===== config.mk =====
export PLATFORM = sky130hd
export DESIGN_NAME = bus_abort_unit
export DESIGN_NICKNAME = d
export VERILOG_FILES = /design/src/rtl/bus_abort_pkg.sv /design/src/rtl/abort_ctrl.sv /design/src/rtl/abort_regs.sv /design/src/rtl/bus_abort_unit.sv
export SDC_FILE = /design/constraint.sdc
export NUM_CORES = 1
export LEC_CHECK = 0
export CAP_MARGIN = 20
export CORE_UTILIZATION = 30
export CTS_BUF_LIST = sky130_fd_sc_hd__clkbuf_4
export DETAILED_ROUTE_END_ITERATION = 10
export GPL_TIMING_DRIVEN = 0
export PLACE_DENSITY = 0.65
export SLEW_MARGIN = 15
export SYNTH_ARGS = -nofsm -noshare
export SYNTH_HDL_FRONTEND = slang
export SYNTH_SLANG_ARGS = --single-unit

===== constraint.sdc =====
create_clock -name clk -period 3.75 [get_ports clk]
set_input_delay 0.375 -clock clk [delete_from_list [all_inputs] [get_ports clk]]
set_output_delay 0.375 -clock clk [all_outputs]
set_load 0.03 [all_outputs]

===== src/rtl/bus_abort_pkg.sv =====
package bus_abort_pkg;
  typedef enum logic [1:0] {
    CAUSE_NONE     = 2'd0,
    CAUSE_MISALIGN = 2'd1,
    CAUSE_UNDEFEXT = 2'd2
  } abortCause_e;

  localparam logic [1:0] REGION_EXT    = 2'd0;
  localparam logic [1:0] REGION_IMEM   = 2'd1;
  localparam logic [1:0] REGION_PERIPH = 2'd2;

  localparam logic [1:0] SIZE_BYTE = 2'd0;
  localparam logic [1:0] SIZE_HALF = 2'd1;
  localparam logic [1:0] SIZE_WORD = 2'd2;

  typedef struct packed {
    logic        capture;
    abortCause_e cause;
    logic        prefetch;
  } abortStrobes_t;
endpackage


===== src/rtl/abort_ctrl.sv =====
module abort_ctrl
  import bus_abort_pkg::*;
(
  input  logic          accValid,
  input  logic [1:0]    addrLow,
  input  logic [1:0]    accSize,
  input  logic          accWrite,
  input  logic          accInstr,
  input  logic [1:0]    regionSel,
  input  logic          extDefined,
  input  logic          protReg,
  input  logic          privMode,
  output logic          dataAbort,
  output logic          prefetchAbort,
  output logic          accCancel,
  output abortStrobes_t strobes
);
  logic misaligned;
  logic undefExt;
  logic protFault;
  logic anyAbort;

  always_comb begin
    unique case (accSize)
      SIZE_HALF: misaligned = addrLow[0];
      SIZE_WORD: misaligned = |addrLow;
      default:   misaligned = 1'b0;
    endcase
  end

  assign undefExt  = (regionSel == REGION_EXT) && !extDefined;
  assign protFault = accWrite && protReg && !privMode && (regionSel == REGION_PERIPH);
  assign anyAbort  = accValid && (misaligned || undefExt);

  assign dataAbort     = anyAbort && !accInstr;
  assign prefetchAbort = anyAbort && accInstr;
  assign accCancel     = accValid && (undefExt || protFault);

  always_comb begin
    strobes.capture  = anyAbort;
    strobes.prefetch = accInstr;
    if (misaligned)    strobes.cause = CAUSE_MISALIGN;
    else if (undefExt) strobes.cause = CAUSE_UNDEFEXT;
    else               strobes.cause = CAUSE_NONE;
  end
endmodule


===== src/rtl/abort_regs.sv =====
module abort_regs
  import bus_abort_pkg::*;
#(
  parameter int ADDR_W = 32
) (
  input  logic              clk,
  input  logic              rstN,
  input  abortStrobes_t     strobes,
  input  logic [ADDR_W-1:0] accAddr,
  input  logic              accWrite,
  output logic [1:0]        stsCause,
  output logic [ADDR_W-1:0] stsAddr,
  output logic [1:0]        stsType
);
  always_ff @(posedge clk or negedge rstN) begin
    if (!rstN) begin
      stsCause <= '0;
      stsAddr  <= '0;
      stsType  <= '0;
    end else if (strobes.capture) begin
      stsCause <= strobes.cause;
      stsAddr  <= accAddr;
      stsType  <= {accWrite, strobes.prefetch};
    end
  end
endmodule


===== src/rtl/bus_abort_unit.sv =====
module bus_abort_unit
  import bus_abort_pkg::*;
#(
  parameter int ADDR_W = 32
) (
  input  logic              clk,
  input  logic              rstN,
  input  logic              accValid,
  input  logic [ADDR_W-1:0] accAddr,
  input  logic [1:0]        accSize,
  input  logic              accWrite,
  input  logic              accInstr,
  input  logic [1:0]        regionSel,
  input  logic              extDefined,
  input  logic              protReg,
  input  logic              privMode,
  output logic              dataAbort,
  output logic              prefetchAbort,
  output logic              accCancel,
  output logic [1:0]        stsCause,
  output logic [ADDR_W-1:0] stsAddr,
  output logic [1:0]        stsType
);
  abortStrobes_t strobes;

  abort_ctrl uCtrl (
    .accValid(accValid), .addrLow(accAddr[1:0]), .accSize(accSize),
    .accWrite(accWrite), .accInstr(accInstr), .regionSel(regionSel),
    .extDefined(extDefined), .protReg(protReg), .privMode(privMode),
    .dataAbort(dataAbort), .prefetchAbort(prefetchAbort),
    .accCancel(accCancel), .strobes(strobes)
  );

  abort_regs #(.ADDR_W(ADDR_W)) uRegs (
    .clk(clk), .rstN(rstN), .strobes(strobes), .accAddr(accAddr),
    .accWrite(accWrite), .stsCause(stsCause), .stsAddr(stsAddr),
    .stsType(stsType)
  );
endmodule


==> impl_results.md <==
- Mux contribution to synthesized area: 26.2%
- Cell chain of the critical path: clkdlybuf4s50_1, inv_1, ha_1, nand2b_1, o211ai_4, buf_6, nor2b_1, clkdlybuf4s50_1
- CTS Buffer Depth: 2
- Die X: 71.9 um
- Synthesized area per cell: around 16 sq um
- Drt drc: 0
- Area share of and/or/nand/nor cells after synthesis: under 10%
- Worst vdd ir: between 0.3 and 0.4 mV
- Crit path arrival time: approximately 2.8 ns
- Max Slew Vio Count: 0
- Most frequent cell on the critical path: clkdlybuf4s50_1
- Pre-antenna DRT Iters: 4
- Synth Register Bits: 36
- P&R area growth vs syn: 66.9%
- CP peak stage delay: 0.67 ns
- FP Rows: 25
- Final Hold Fails: 0
- TritonCTS Buffers: 5
- Final setup violation count: 0
- Main combinational cell family by area after synthesis: multiplexers
- Die ar.: between 5000 and 6000 sq um
- RSZ-0062 raised after global routing: no
- Core Area: around 4700 sq um
- Slew HR: 47.8%
- Crit share post-route: around 85%
- Vias in the first global route: about 1200
- Seq/Total Area, Yosys: between 60% and 70%
- Final total power: 1440 uW
- Critical path endpoint category: output pin
- Starting Density: a little under a third
- Die Y: around 72 um
- Nets: 227
- I/O pin cnt: a little over 80
- Static Leak: 0.00101 uW
- Post-CTS Setup Inserts: 0
- DRT iter0 DRCs: 46
- Total gr overflow: 0
- IO buf count: 82
- Largest net degree at the start of global routing: 37
- Unique masters post-synth: 18
- Fin crit period: about 3.2 ns
- Status: finished clean
- Routed vias/inst: 4.36
- Critical-path top delay cell: clkdlybuf4s50_1
- Initial antenna violation count: 0
- Clk slew on worst S/H paths: ~0.11 ns
- Yosys warns: 0
- Setup CP Type: in2out
- H-tree levels: 2
- Clk sinks: 36
- Fin util: between 50% and 60%
- Post-CTS resize count: 0
- Post-Synth Adder-Cell Area: approximately 1.7%
- Worst setup SP type: input port
- CP startpoint: accSize[0]
- Overall routed net length: 3400 um
- CTS tree: built
- Worst-margin pin slew: approximately 0.78 ns
- Mapped Nets: between 100 and 150
- Number of hold buffers added after cts: 0
- Synthesized instance count: 92
- Antenna diode count: 0
- Wire per inst: approximately 14 um
- Crit path max fanout: 10
- Placed Area: roughly 2400 sq um
- Reg area: ~900 sq um
- Worst reg2reg path startpoint: uRegs.stsAddr[6]
- RePlAce Congestion: roughly 0.74
- Area of the multi-input gates: between 500 and 600 sq um
- CP required: approximately 3.4 ns
- Antenna-violating nets left: 0
- Worst clock skew: 0 ns
- CTS root buffer: clkbuf_4
- XOR/XNOR share of the synthesized area: 0%
- Clk_lat worst skew: approximately 0.33 ns
- F_max: 315 MHz
- Synth Area in Compound Gates: about 3.0%
- DP HPWL: ~2700 um
- Tot GR Track Use: roughly 15%
- Final setup TNS: 0 ns
- Hold Crit Class: in2async
- # fillers: about 410
- Global-route wire length before repair: 5500 um
- Post-route design area: about 2400 sq um
- Max-cap violations: 0
- Vias: approximately 1100
- Pwr dens: around 600 nW/um^2
- Mapped Area: around 1500 sq um
- Share of cells above drive strength 1: between 20% and 30%
stage by stage:
stage | hold WS, ns | cells | setup WS [ns]
2_1_floorplan | 0.0794 | 92 | 1.53
3_3_place_gp | 0.464 | 241 | 0.577
3_5_place_dp | 0.476 | 241 | 0.555
4_1_cts | 0.134 | 249 | 0.544
5_1_grt | 0.160 | 249 | 0.442
6_report | 0.109 | 249 | 0.575
cell families (layout without fill, tap and decap cells):
kind of cell | Yosys count | in the layout
compound gates | 5 | 5
flops | 36 | 36
buf+inv | 6 | 96
mux | 34 | 34
fa+ha+maj | 2 | 2
simple gates | 9 | 9
layout by cell type (no fill, tap or decap), types with 2 or more instances in the layout:
master	synthesis	routed
clkbuf_4	0	6
mux2_2	32	32
buf_6	3	3
clkdlybuf4s50_1	0	81
a21oi_1	2	2
inv_1	3	3
mux2_1	2	2
dfrtp_1	36	36
ha_1	2	2
nand2_1	2	2
worst max-delay path: cells and delay by family:
family / cells / cell delay, ns
AOI/OAI and AO/OA: 1 / 0.40
adders and majority gates: 1 / 0.29
buffers and inverters: 4 / 1.41
and+or+nand+nor: 2 / 0.32
sequential cells by signal (all words and copies together) (netlist names):
register	count
uRegs.stsType	2
uRegs.stsCause	2
uRegs.stsAddr	32
cells in the mapped netlist:
master	instances	area share (%)
dfrtp_1	36	62
nand3_1	1	0.34
nand2_1	2	0.51
nor2b_1	1	0.43
buf_6	3	2.3
inv_1	3	0.77
and2_1	1	0.43
ha_1	2	1.7
a21oi_1	2	0.68
mux2_1	2	1.5
a21o_1	1	0.51
or4b_4	1	0.94
nand2b_1	1	0.43
o211ai_4	1	1.5
and4bb_2	1	0.85
mux2_2	32	25
nand4b_1	1	0.60
o21ai_0	1	0.34
routing by layer:
| metal | up-vias | routed length (um) | global-route usage [%] |
|---|---|---|---|
| met5 | - | 0 | 0 |
| met4 | 0 | 40 | 5.88 |
| met3 | 5 | 258 | 5.91 |
| met2 | 54 | 1780 | 26.0 |
| met1 | 522 | 1320 | 15.0 |
| li1 | 504 | - | - |
report_power, final:
group / total [uW] / switching (uW) / internal [uW] / leakage (uW)
Sequential: 545 / 52.2 / 493 / 0.000425
Clock: 272 / 125 / 147 / 0.0000456
Combinational: 628 / 323 / 304 / 0.000536
Total: 1440 / 500 / 945 / 0.00101
path summary, 6_finish.rpt:
| check | endpoint | slack, ns | cells after the start |
|---|---|---|---|
| max | dataAbort | 0.58 | 8 |
| min | uRegs.stsAddr[16] | 0.11 | 1 |
| max reg2reg | uRegs.stsAddr[6] | 2.95 | 1 |
| min reg2reg | uRegs.stsAddr[10] | 0.50 | 1 |
| max in group asynchronous | uRegs.stsAddr[25] | 3.14 | 1 |
| min in group clk | uRegs.stsAddr[10] | 0.50 | 1 |
final cells by class:
class                      instances  area share (%)
inverter                           3           0.461
tap                               67            3.43
buffer                             3            1.38
timing repair buffer              82            33.4
multi-input combinational         50            21.2
clock inverter                     2            1.43
clock buffer                       6            1.84
sequential                        36            36.9
(Power assumes the default switching activity.)
